$ cat config.mk
export PLATFORM = sky130hd
export DESIGN_NAME = e1_nfas_mapper
export DESIGN_NICKNAME = d
export VERILOG_FILES = /design/src/rtl/e1n_pkg.sv /design/src/rtl/nfas_slot_decode.sv /design/src/rtl/nfas_tx_insert.sv /design/src/rtl/nfas_rx_extract.sv /design/src/rtl/e1_nfas_mapper.sv
export SDC_FILE = /design/constraint.sdc
export NUM_CORES = 1
export LEC_CHECK = 0
export ABC_AREA = 1
export BUFFER_PORTS_ARGS = -buffer_cell sky130_fd_sc_hd__buf_2
export CAP_MARGIN = 20
export CORE_UTILIZATION = 45
export DETAILED_ROUTE_END_ITERATION = 12
export GPL_TIMING_DRIVEN = 0
export PLACE_DENSITY_LB_ADDON = 0.1
export SLEW_MARGIN = 25
export SYNTH_ARGS = -nofsm -noshare
export SYNTH_HDL_FRONTEND = slang
export SYNTH_SLANG_ARGS = --single-unit
export TNS_END_PERCENT = 5
$ cat constraint.sdc
create_clock -name clk -period 1.4 [get_ports clk]
set_input_delay 0.28 -clock clk [delete_from_list [all_inputs] [get_ports clk]]
set_output_delay 0.28 -clock clk [all_outputs]
set_load 0.01 [all_outputs]
$ cat src/rtl/e1n_pkg.sv
package e1n_pkg;
  typedef enum logic [1:0] {
    SRC_OFF  = 2'b00,
    SRC_ALT  = 2'b01,
    SRC_BP   = 2'b10,
    SRC_RSV  = 2'b11
  } sa_src_e;
endpackage

$ cat src/rtl/nfas_slot_decode.sv
module nfas_slot_decode #(
  parameter int FW  = 4,
  parameter int TW  = 5,
  parameter int BSW = 3,
  parameter int BITS = 8
) (
  input  logic [FW-1:0]  frm_num,
  input  logic [TW-1:0]  ts_num,
  input  logic [BSW-1:0] bit_num,
  output logic           ts0,
  output logic           nfas_ts0,
  output logic           fas_ts0,
  output logic           last_bit,
  output logic [BSW-1:0] bit_sel
);
  always_comb begin
    ts0      = (ts_num == '0);
    nfas_ts0 = ts0 && frm_num[0];
    fas_ts0  = ts0 && !frm_num[0];
    last_bit = (bit_num == BSW'(BITS-1));
    bit_sel  = BSW'(BITS-1) - bit_num;
  end
endmodule

$ cat src/rtl/nfas_tx_insert.sv
module nfas_tx_insert
  import e1n_pkg::*;
#(
  parameter int BITS      = 8,
  parameter int SA_FIELDS = 5,
  parameter int FORCE_POS = 1,
  localparam int BSW = $clog2(BITS),
  localparam int SW  = 2*SA_FIELDS
) (
  input  logic           clk,
  input  logic           rst_n,
  input  logic           bit_stb,
  input  logic           fas_ts0,
  input  logic           nfas_ts0,
  input  logic           last_bit,
  input  logic [BSW-1:0] bit_sel,
  input  logic [SW-1:0]  sa_sel,
  input  logic [BITS-1:0] dflt_byte,
  input  logic           bp_in,
  input  logic           tx_line_in,
  output logic           tx_line_out
);
  localparam logic [BITS-1:0] FORCE_MASK = BITS'(1) << (BITS-1-FORCE_POS);

  logic [SA_FIELDS-1:0] fld_bp;
  logic                 ins_en;
  logic [BITS-1:0]      cap_sr;
  logic [BITS-1:0]      tx_hold;
  logic [BITS-1:0]      dflt_eff;

  for (genvar g = 0; g < SA_FIELDS; g++) begin : g_fld
    assign fld_bp[g] = (sa_sel[2*g +: 2] == SRC_BP);
  end

  assign ins_en   = &fld_bp;
  assign dflt_eff = dflt_byte | FORCE_MASK;

  always_ff @(posedge clk) begin
    if (!rst_n) begin
      cap_sr  <= '0;
      tx_hold <= '0;
    end else if (bit_stb && fas_ts0) begin
      cap_sr <= {cap_sr[BITS-2:0], bp_in};
      if (last_bit) tx_hold <= {cap_sr[BITS-2:0], bp_in};
    end
  end

  always_comb begin
    tx_line_out = tx_line_in;
    if (nfas_ts0) tx_line_out = ins_en ? tx_hold[bit_sel] : dflt_eff[bit_sel];
  end

  p_tx_hold_odd_r9: assert property (@(posedge clk) disable iff (!rst_n)
    (!fas_ts0 || !bit_stb) |=> $stable(tx_hold));
  p_tx_hold_mid_r2: assert property (@(posedge clk) disable iff (!rst_n)
    (bit_stb && fas_ts0 && !last_bit) |=> $stable(tx_hold));
  p_force_bit_r3: assert property (@(posedge clk) disable iff (!rst_n)
    (!ins_en && nfas_ts0 && bit_sel == BSW'(BITS-1-FORCE_POS)) |-> tx_line_out);
endmodule

$ cat src/rtl/nfas_rx_extract.sv
module nfas_rx_extract #(
  parameter int BITS = 8,
  localparam int BSW = $clog2(BITS)
) (
  input  logic           clk,
  input  logic           rst_n,
  input  logic           bit_stb,
  input  logic           ts0,
  input  logic           nfas_ts0,
  input  logic           last_bit,
  input  logic [BSW-1:0] bit_sel,
  input  logic           rx_line_in,
  input  logic           bp_thru_in,
  output logic           bp_out
);
  logic [BITS-1:0] rx_sr;
  logic [BITS-1:0] rx_hold;

  always_ff @(posedge clk) begin
    if (!rst_n) begin
      rx_sr   <= '0;
      rx_hold <= '0;
    end else if (bit_stb && nfas_ts0) begin
      rx_sr <= {rx_sr[BITS-2:0], rx_line_in};
      if (last_bit) rx_hold <= {rx_sr[BITS-2:0], rx_line_in};
    end
  end

  assign bp_out = ts0 ? rx_hold[bit_sel] : bp_thru_in;

  p_rx_hold_even_r7: assert property (@(posedge clk) disable iff (!rst_n)
    (!nfas_ts0 || !bit_stb) |=> $stable(rx_hold));
  p_rx_hold_mid_r6: assert property (@(posedge clk) disable iff (!rst_n)
    (bit_stb && nfas_ts0 && !last_bit) |=> $stable(rx_hold));
  p_rx_sr_idle_r6: assert property (@(posedge clk) disable iff (!rst_n)
    !bit_stb |=> $stable(rx_sr));
endmodule

$ cat src/rtl/e1_nfas_mapper.sv
module e1_nfas_mapper #(
  parameter int FRAMES    = 16,
  parameter int SLOTS     = 32,
  parameter int BITS      = 8,
  parameter int SA_FIELDS = 5,
  parameter int FORCE_POS = 1,
  localparam int FW  = $clog2(FRAMES),
  localparam int TW  = $clog2(SLOTS),
  localparam int BSW = $clog2(BITS),
  localparam int SW  = 2*SA_FIELDS
) (
  input  logic            clk,
  input  logic            rst_n,
  input  logic            bit_stb,
  input  logic [FW-1:0]   frm_num,
  input  logic [TW-1:0]   ts_num,
  input  logic [BSW-1:0]  bit_num,
  input  logic [SW-1:0]   sa_sel,
  input  logic [BITS-1:0] dflt_byte,
  input  logic            bp_in,
  input  logic            tx_line_in,
  output logic            tx_line_out,
  input  logic            rx_line_in,
  input  logic            bp_thru_in,
  output logic            bp_out
);
  logic           ts0, nfas_ts0, fas_ts0, last_bit;
  logic [BSW-1:0] bit_sel;

  nfas_slot_decode #(.FW(FW), .TW(TW), .BSW(BSW), .BITS(BITS)) u_dec (
    .frm_num(frm_num), .ts_num(ts_num), .bit_num(bit_num),
    .ts0(ts0), .nfas_ts0(nfas_ts0), .fas_ts0(fas_ts0),
    .last_bit(last_bit), .bit_sel(bit_sel)
  );

  nfas_tx_insert #(.BITS(BITS), .SA_FIELDS(SA_FIELDS), .FORCE_POS(FORCE_POS)) u_tx (
    .clk(clk), .rst_n(rst_n), .bit_stb(bit_stb),
    .fas_ts0(fas_ts0), .nfas_ts0(nfas_ts0), .last_bit(last_bit),
    .bit_sel(bit_sel), .sa_sel(sa_sel), .dflt_byte(dflt_byte),
    .bp_in(bp_in), .tx_line_in(tx_line_in), .tx_line_out(tx_line_out)
  );

  nfas_rx_extract #(.BITS(BITS)) u_rx (
    .clk(clk), .rst_n(rst_n), .bit_stb(bit_stb),
    .ts0(ts0), .nfas_ts0(nfas_ts0), .last_bit(last_bit),
    .bit_sel(bit_sel), .rx_line_in(rx_line_in),
    .bp_thru_in(bp_thru_in), .bp_out(bp_out)
  );

  p_ts_excl_r5: assert property (@(posedge clk) disable iff (!rst_n)
    !(nfas_ts0 && fas_ts0));
  p_thru_r8: assert property (@(posedge clk) disable iff (!rst_n)
    (ts_num != '0) |-> (bp_out == bp_thru_in && tx_line_out == tx_line_in));
endmodule

==> flow_summary_export.csv, run 1 <==
group,metric,value,unit
worst_setup_path,critPathTopFamily,"simple AND/OR/NAND/NOR gates",
yosys,synth_warnings,0,
floorplanning,die-area,3490,um^2
clock_tree,cts_buffer_depth,2,
power,pwr-share-comb,10.9,%
flow_run,maxCapViolCount,0,
floorplanning,die_w,59.1,um
yosys,synth_fp_nets,267,
yosys,synth_cells,230,
power,p_int,1.17,mW
sta,fmax,656,MHz
power,switching_share,24.7,%
yosys,ys_seq_area_share,40.9,%
sta,clock-skew-final,0.00517,ns
worst_setup_path,cp_slowest_cell,"dfxtp_1",
sta,max_slew.worst_pin.slew,0.389,ns
sta,rsz0062_at_grt,"yes",
floorplanning,die_height,59.1,um
clock_tree,clk_pin_slew_worst_paths,0.09,ns
floorplanning,rows,20,
sta,slew_headroom,74.0,%
yosys,netlist-cell-type-count,15,
cells_and_area,seqCellArea,603,um^2
clock_tree,htreeDepth,2,
sta,fin_ws,-0.124,ns
clock_tree,cts.sinks,30,
power,p_switching,0.385,mW
worst_setup_path,critPathKind,"reg -> out",
hold_path,min_path_type,"in -> reg",
worst_setup_path,crit_buf_inv,2,
power,seqPwrFrac,55.0,%
drt,vias,1411,
yosys,synth_common_cells,"44 x nand2_1, 42 x nor2_1, 39 x inv_1, 30 x dfxtp_1, 27 x o21ai_0",
cells_and_area,nets,309,
grt,grt_overflow,0,
sta,whs,0.203,ns
yosys,synth.most_common_cell,"nand2_1",
worst_setup_path,crit_fanout,2,
sta,slew_violations,0,
power,peakVddDrop,0.000808,V
clock_tree,cts_root_buffer,"clkbuf_4",
drt,route.detailed.drc,0,
floorplanning,pin_count,39,
sta,layout_min_cycle_time,1.52,ns
yosys,ys_ff_latch,30,
placement,gp_congestion,0.809,
clock_tree,tritoncts,"yes",
floorplanning,start_util,47.7,%
yosys,syn-cell-area,1470,um^2
cells_and_area,drive_gt1_share,22.0,%
outcome,violations,"negative setup slack",
yosys,synth_area_leaders,"dfxtp_1 41%, nand2_1 11%, nor2_1 11%",
placement,io_buffers,33,
grt,grt_max_degree,11,
yosys,synth_edf_count,0,
power,pwr-share-clk,34.0,%
grt,grt_pass1_wl,5110,um
drt,vias_per_cell,4.45,
floorplanning,fp.coreArea,3080,um^2
clock_tree,cts_inserted_buffers,5,
cells_and_area,fin_area,1780,um^2
worst_setup_path,cp_data_arrival_time,1.24,ns
yosys,synth_top_area_share,40.9,%
clock_tree,clock_latency,0.32,ns
drt,antenna_left,0,
yosys,ys.flop_type,"dfxtp_1",
cells_and_area,multi_input_area,688,um^2
drt,drtIter0Drc,58,
worst_setup_path,endpoint_kind,"output port",
grt,grt_pass1_vias,1204,
sta,hold_viol_final,0,
drt,dr.pass1.iters,4,
outcome,outcome,"complete, but fails checks",
worst_setup_path,cpPeakStageDelay,0.31,ns
placement,dp_hpwl,2300,um
drt,routedWlPerCell,9.71,um
placement,placed_area,1690,um^2
cells_and_area,fin_util,58.0,%
yosys,synth.avg_cell_area,6.38,um^2
yosys,async_flop_share,0,%
power,power.leakage,0.874,nW
worst_setup_path,cpMostUsedCell,"nand2_1",
grt,grt_antenna_before_repair,0,
cells_and_area,fill_cells,330,
drt,wl,3080,um
worst_setup_path,start_kind,"register",
grt,grt_usage,19.8,%
sta,setup_violations,2,
worst_setup_path,crit_required,1.12,ns
yosys,yosys.area.top_type,"dfxtp_1",
power,p_per_area,874,nW/um^2
sta,period_share,109,%
cells_and_area,area_delta_synth_final,21.6,%
cells_and_area,antenna_cells,0,
clock_tree,cts_hold_buffers,0,
worst_setup_path,crit_chain,"inv_1, nand2_1, nand3_1, nand3_1, nand3_1, nand2_1, nand2_1, nand2_1, buf_2",
flip-flops by register name (all words and copies together) (netlist names):
signal / cells
u_rx.rx_sr: 7
u_rx.rx_hold: 8
u_tx.tx_hold: 8
u_tx.cap_sr: 7
final cells by class:
cell class,count,share of cell area (%)
Buffer,8,2.66
Tap cell,44,3.09
Sequential cell,30,33.8
Multi-Input combinational cell,152,38.6
Inverter,40,8.42
Clock buffer,7,3.09
Clock inverter,1,0.281
Timing Repair Buffer,35,10.1
cells by family after synthesis:
logic type	count (synthesis)	synth area share (%)
buf+inv	48	13.0
flops	30	40.9
simple gates	106	30.4
compound gates	46	15.7
power groups by stage:
stage / clock (mW) / combinational (mW) / sequential (mW)
finish: 0.531 / 0.170 / 0.858
global route: 0.589 / 0.195 / 0.859
CTS: 0.553 / 0.168 / 0.858
detailed placement: 0 / 0.164 / 0.878
global placement: 0 / 0.163 / 0.878
floorplan: 0 / 0.0938 / 0.878
timing repair:
item	in CTS	in global routing
setup buffers	1	1
pin swaps	0	6
gates resized for setup	3	13
setup endpoints to repair	2	15
per-layer routing:
| metal | share of wire (%) | global-route usage [%] | vias up |
|---|---|---|---|
| met5 | 0 | 0 | - |
| met4 | 1.3 | 8.50 | 0 |
| met3 | 4.8 | 5.90 | 4 |
| met2 | 40 | 29.1 | 33 |
| met1 | 54 | 26.8 | 578 |
| li1 | - | - | 796 |
tightest hold or removal path, stage by stage:
cell,delay [ns]
buf_2,0.09
o21ai_1,0.06
nor2_1,0.07
metrics by stage:
stage               std cells  setup TNS, ns  worst slack [ns]  total power [mW]
finish                    317         -0.245            -0.124              1.56
global route              317         -0.446            -0.224              1.64
CTS                       316         -0.271            -0.144              1.58
detailed placement        307          -2.96            -0.227              1.04
global placement          307          -3.07            -0.212              1.04
floorplan                 230              0             0.103             0.971
final timing paths:
path,endpoint,depth (start not counted),from,slack (ns)
setup / recovery,tx_line_out,9,u_tx.tx_hold[2],-0.12
hold / removal,u_rx.rx_hold[0],3,rx_line_in,0.20
setup reg to reg,u_tx.tx_hold[1],2,u_tx.cap_sr[0],0.67
hold reg to reg,u_tx.tx_hold[7],2,u_tx.tx_hold[7],0.46
layout by cell type (no fill, tap or decap):
master    Yosys  layout
inv_1        39      34
nor2_1       42      41
clkbuf_4      0       5
dfxtp_1      30      28
buf_6         1       2
inv_2         1       6
nand3b_1      1       1
o21ai_1       4       7
o21ai_0      27      24
clkinv_2      0       1
dfxtp_2       0       2
clkbuf_2      0       1
nand2_1      44      44
nor3_4        1       1
buf_4         0       2
a21oi_1      15      14
a21oi_2       0       1
nor2_2        0       1
clkbuf_8      0       1
nand3_2       2       3
clkbuf_1      5       5
buf_2         2      34
nand3_1      16      15
Power figures use the tool's default switching activity.
==> run 2: changes to the inputs <==
--- a/config.mk
+++ b/config.mk
@@ -9,6 +9,7 @@
 export BUFFER_PORTS_ARGS = -buffer_cell sky130_fd_sc_hd__buf_2
 export CAP_MARGIN = 20
 export CORE_UTILIZATION = 45
+export CTS_BUF_LIST = sky130_fd_sc_hd__clkbuf_8
 export DETAILED_ROUTE_END_ITERATION = 12
 export GPL_TIMING_DRIVEN = 0
 export PLACE_DENSITY_LB_ADDON = 0.1
==> constraint.sdc (replaced) <==
create_clock -name clk -period 1.85 [get_ports clk]
set_input_delay 0.37 -clock clk [delete_from_list [all_inputs] [get_ports clk]]
set_output_delay 0.37 -clock clk [all_outputs]
set_load 0.01 [all_outputs]
==> run 2 against run 1 <==
The run now ends clean. Die area stayed put. Sequential share of layout area is 0.19 points lower. Setup slack better by 0.24 ns. First-iteration DRC count is 5.2% higher. Sequential power is 24% lower. Utilization is 0.081 points higher. Largest power group unchanged. Highest routed layer unchanged.
==> flow_summary_export.csv, run 2 (synthesis gave the netlist of run 1 again) <==
group,metric,value,unit
outcome,outcome,"finished clean",
sta,slew_headroom,74.1,%
sta,setup_violations,0,
clock_tree,cts_buffer_depth,2,
placement,dp_hpwl,2300,um
drt,wl_met1,1670,um
floorplanning,die-area,3490,um^2
floorplanning,die_height,59.1,um
drt,antenna_left,0,
drt,drtIter0Drc,61,
grt,grt_max_degree,11,
grt,grt_usage,19.6,%
sta,fin_ws,0.120,ns
drt,wl_met2,1190,um
sta,fmax,578,MHz
floorplanning,rows,20,
sta,hold_viol_final,0,
power,total_power,1.30,mW
floorplanning,die_w,59.1,um
floorplanning,start_util,47.7,%
sta,whs,0.341,ns
clock_tree,tritoncts,"yes",
cells_and_area,area_delta_synth_final,21.7,%
drt,route.detailed.drc,0,
worst_setup_path,critPathKind,"in -> out",
cells_and_area,fin_area,1790,um^2
clock_tree,clock_latency,0.28,ns
drt,dr.pass1.iters,4,
worst_setup_path,cpMostUsedCell,"nand2_1",
worst_setup_path,crit_fanout,10,
cells_and_area,drive_gt1_share,17.7,%
cells_and_area,fill_cells,329,
sta,slew_violations,0,
hold_path,min_from,"rx_line_in",
worst_setup_path,crit_chain,"buf_2, inv_1, buf_6, nand2_1, nand3_1, nand2_1, nand2_1, nand3_1, nand2_1, nand2_1, nand2_1, buf_2",
power,peakVddDrop,0.000582,V
cells_and_area,antenna_cells,0,
grt,grt_pass1_wl,5120,um
cells_and_area,nets,307,
sta,clock-skew-final,0.00286,ns
grt,grt_overflow,0,
worst_setup_path,reg2reg_setup_slack,1.13,ns
drt,wl_met3,154,um
power,p_per_area,730,nW/um^2
worst_setup_path,start_kind,"input pin",
clock_tree,clk_pin_slew_worst_paths,0.06,ns
flow_run,maxCapViolCount,0,
grt,grt_antenna_before_repair,0,
worst_setup_path,cpPeakStageDelay,0.16,ns
drt,routedWlPerCell,9.63,um
cells_and_area,layout_common_cells,"44 x nand2_1, 42 x nor2_1, 40 x inv_1",
drt,wl,3040,um
cells_and_area,layout_commonest_cell,"nand2_1",
sta,max_slew.worst_pin.slew,0.389,ns
hold_path,holdPathStages,3,
sta,layout_min_cycle_time,1.73,ns
placement,placed_area,1690,um^2
sta,period_share,93.5,%
grt,grt_pass1_vias,1222,
sta,rsz0062_at_grt,"no",
worst_setup_path,cp_slowest_cell,"buf_6",
clock_tree,cts_root_buffer,"clkbuf_8",
clock_tree,cts_hold_buffers,0,
clock_tree,htreeDepth,2,
placement,gp_congestion,0.809,
placement,io_buffers,33,
worst_setup_path,cp_data_arrival_time,1.36,ns
clock_tree,cts.sinks,30,
worst_setup_path,crit_required,1.48,ns
placement,place_ws,0.0532,ns
cells_and_area,fin_util,58.0,%
placement,place_inst,307,
clock_tree,cts_inserted_buffers,5,
hold_path,min_path_type,"in -> reg",
sta,fin_tns_setup,0,ns
hold_path,holdPathEnd,"u_rx.rx_hold[0]",
drt,vias,1404,
drt,top_layer,"met4",
worst_setup_path,ff2ff_path_depth,2,
floorplanning,fp.coreArea,3080,um^2
drt,vias_per_cell,4.46,
power,power.leakage,0.880,nW
cells_and_area,fin_cells,315,
floorplanning,pin_count,39,
worst_setup_path,crit-reg2reg-launch,"u_tx.cap_sr[0]",
cells_and_area,reg_top3,"u_rx.rx_hold (8), u_tx.tx_hold (8)",
worst_setup_path,r2r-end,"u_tx.tx_hold[1]",
worst_setup_path,endpoint_kind,"output port",
==> run 2: cell count changes in the layout (fill, tap and decap cells not counted), sizes merged <==
cell / change
inv: +1
buf: -2
clkbuf: -1
==> run 2: layout make-up <==
class	count	area, um^2	share of cell area [%]
plain buffers	8	47.5	2.66
repair buffers	33	165	9.24
clock inverters	2	8.76	0.490
clock buffers	6	82.6	4.62
well taps	44	55.1	3.08
flip-flops and latches	30	601	33.6
inverters	40	150	8.40
multi-input cells	152	677	37.9
==> run 2: what timing repair did <==
action / CTS / global route
buffers inserted: 0 / 0
hold endpoints to repair: 0 / 0
endpoints found under the setup margin: 0 / 2
gates resized for setup: 0 / 5
==> run 2: layer usage <==
layer,up-vias,track usage (%)
met5,-,0
met4,0,5.78
met3,5,7.21
met2,36,28.9
met1,571,26.7
li1,792,-
==> run 2: where the power goes <==
part,total (mW),switching [mW],internal [mW]
Clock,0.527,0.233,0.294
Combinational,0.126,0.0699,0.0564
Sequential,0.650,0.00158,0.649
==> run 2: worst max-delay path by stage <==
stage | endpoint | slack, ns | start | cells past startpoint
6_report | tx_line_out | 0.12 | bit_num[0] | 12
5_1_grt | tx_line_out | 0.006 | bit_num[0] | 12
4_1_cts | tx_line_out | 0.06 | bit_num[0] | 12
3_5_place_dp | tx_line_out | 0.05 | bit_num[0] | 10
3_3_place_gp | tx_line_out | 0.06 | bit_num[0] | 10
2_1_floorplan | tx_line_out | 0.37 | bit_num[0] | 10
==> run 2: worst max-delay path: cells and delay by family <==
| kind | cells | cell delay (ns) |
|---|---|---|
| buf+inv | 4 | 0.55 |
| simple gates | 8 | 0.44 |
==> run 3: changes to the inputs <==
--- a/config.mk
+++ b/config.mk
@@ -6,11 +6,11 @@
 export NUM_CORES = 1
 export LEC_CHECK = 0
 export ABC_AREA = 1
-export BUFFER_PORTS_ARGS = -buffer_cell sky130_fd_sc_hd__buf_2
 export CAP_MARGIN = 20
 export CORE_UTILIZATION = 45
 export CTS_BUF_LIST = sky130_fd_sc_hd__clkbuf_8
 export DETAILED_ROUTE_END_ITERATION = 12
+export DONT_BUFFER_PORTS = 1
 export GPL_TIMING_DRIVEN = 0
 export PLACE_DENSITY_LB_ADDON = 0.1
 export SLEW_MARGIN = 25
==> run 3 against run 2 <==
Via count shrank 7.8%. First-iteration DRC count grew 61%. Global-route usage shrank 0.60 points. Highest routed layer unchanged. Worst hold slack lost 0.10 ns. Count of clock-buffer cells in the layout is the same. Sequential cell count is the same. Utilization shrank 5.9 points. Clock skew shrank 0.0015 ns.
==> flow_summary_export.csv, run 3 (synthesis gave the netlist of run 1 again) <==
group,metric,value,unit
sta,max_slew.worst_pin.slew,0.412,ns
power,pwr-share-comb,6.8,%
worst_setup_path,critPathKind,"in -> out",
drt,drtIter0Drc,98,
drt,vias,1294,
floorplanning,pin_count,39,
clock_tree,clk_pin_slew_worst_paths,0.06,ns
worst_setup_path,start_kind,"input pin",
hold_path,holdPathStages,2,
floorplanning,die-area,3490,um^2
clock_tree,cts.sinks,30,
placement,io_buffers,0,
grt,grt_max_degree,11,
clock_tree,post_cts_buffers,0,
grt,grt_overflow,0,
drt,antenna_left,0,
sta,fmax,632,MHz
cells_and_area,layout_common_cells,"44 x nand2_1, 42 x nor2_1, 39 x inv_1",
sta,hold_viol_final,0,
drt,vias_per_cell,4.62,
clock_tree,tritoncts,"yes",
cells_and_area,area_delta_synth_final,9.38,%
floorplanning,fp.coreArea,3080,um^2
worst_setup_path,endpoint_kind,"output port",
cells_and_area,layout_commonest_cell,"nand2_1",
clock_tree,cts_hold_buffers,0,
power,p_per_area,777,nW/um^2
placement,place_inst,274,
worst_setup_path,cp_data_arrival_time,1.21,ns
power,p_switching,0.281,mW
sta,period_share,85.6,%
power,switching_share,22.5,%
sta,slew_headroom,72.5,%
cells_and_area,drive_gt1_share,5.51,%
sta,layout_min_cycle_time,1.58,ns
cells_and_area,antenna_cells,0,
grt,grt_pass1_vias,1060,
clock_tree,cts_buffer_depth,2,
floorplanning,die_w,59.1,um
floorplanning,rows,20,
grt,grt_pass1_wl,4840,um
clock_tree,htreeDepth,2,
drt,dr.pass1.iters,4,
floorplanning,die_height,59.1,um
sta,clock-skew-final,0.00136,ns
drt,wl,2970,um
grt,grt_usage,19.0,%
placement,gp_congestion,0.746,
clock_tree,cts_inserted_buffers,5,
power,peakVddDrop,0.000435,V
cells_and_area,nets,274,
outcome,outcome,"finished clean",
clock_tree,cts_root_buffer,"clkbuf_8",
drt,routedWlPerCell,10.6,um
cells_and_area,reg_top3,"u_rx.rx_hold (8), u_tx.tx_hold (8)",
sta,fin_tns_setup,0,ns
worst_setup_path,crit_required,1.48,ns
clock_tree,clock_latency,0.27,ns
drt,route.detailed.drc,0,
clock_tree,cts_resized,0,
power,p_int,0.966,mW
power,seqPwrFrac,52.2,%
grt,grt_antenna_before_repair,0,
flow_run,maxCapViolCount,0,
sta,whs,0.240,ns
sta,slew_violations,0,
cells_and_area,fin_cells,280,
hold_path,min_path_type,"in -> reg",
power,power.leakage,0.736,nW
placement,dp_hpwl,2210,um
worst_setup_path,crit_fanout,10,
worst_setup_path,ff2ff_path_depth,2,
cells_and_area,fin_util,52.2,%
sta,setup_violations,0,
sta,rsz0062_at_grt,"no",
power,pwr-share-clk,41.1,%
floorplanning,start_util,47.7,%
==> run 3: stage by stage <==
| stage | total power [mW] | cell area [um^2] | worst slack, ns |
|---|---|---|---|
| after floorplan | 0.735 | 1470 | 0.373 |
| after global placement | 0.749 | 1520 | 0.232 |
| after detailed placement | 0.749 | 1520 | 0.198 |
| after CTS | 1.26 | 1610 | 0.254 |
| after global routing | 1.30 | 1610 | 0.130 |
| final | 1.25 | 1610 | 0.267 |
==> run 3: cell type report <==
| class | instances | area (um^2) |
|---|---|---|
| Multi-Input combinational cell | 152 | 677 |
| Tap cell | 44 | 55.1 |
| Inverter | 40 | 150 |
| Buffer | 8 | 40.0 |
| Sequential cell | 30 | 601 |
| Fill cell | 337 | 1470 |
| Clock buffer | 6 | 82.6 |
==> run 3: path summary, 6_finish.rpt <==
path	startpoint	endpoint	slack, ns
worst max-delay path	bit_num[0]	tx_line_out	0.27
worst min-delay path	rx_line_in	u_rx.rx_hold[0]	0.24
worst min register to register	u_tx.tx_hold[5]	u_tx.tx_hold[5]	0.46
worst max register to register	u_tx.cap_sr[2]	u_tx.tx_hold[3]	1.14
==> run 3: critical path, cell delays in order <==
cell,delay (ns)
inv_1,0.10
buf_2,0.23
nand2_1,0.07
nand3_1,0.06
nand2_1,0.05
nand2_1,0.05
nand3_1,0.06
nand2_1,0.07
nand2_1,0.04
nand2_1,0.11
==> run 3: power groups by stage <==
stage	clock [mW]	combinational (mW)	sequential, mW
after floorplan	0	0.0710	0.664
after global placement	0	0.0846	0.665
after detailed placement	0	0.0848	0.665
after CTS	0.527	0.0853	0.650
after global routing	0.555	0.0985	0.650
final	0.512	0.0842	0.650
==> run 3: routing by layer <==
metal  global-route usage, %  routed length [um]  up-vias
met3                    6.11                 159        6
met5                       0                   0        -
met4                    8.16                  46        0
met2                    26.0                1140       32
li1                        -                   -      724
met1                    27.1                1630      532
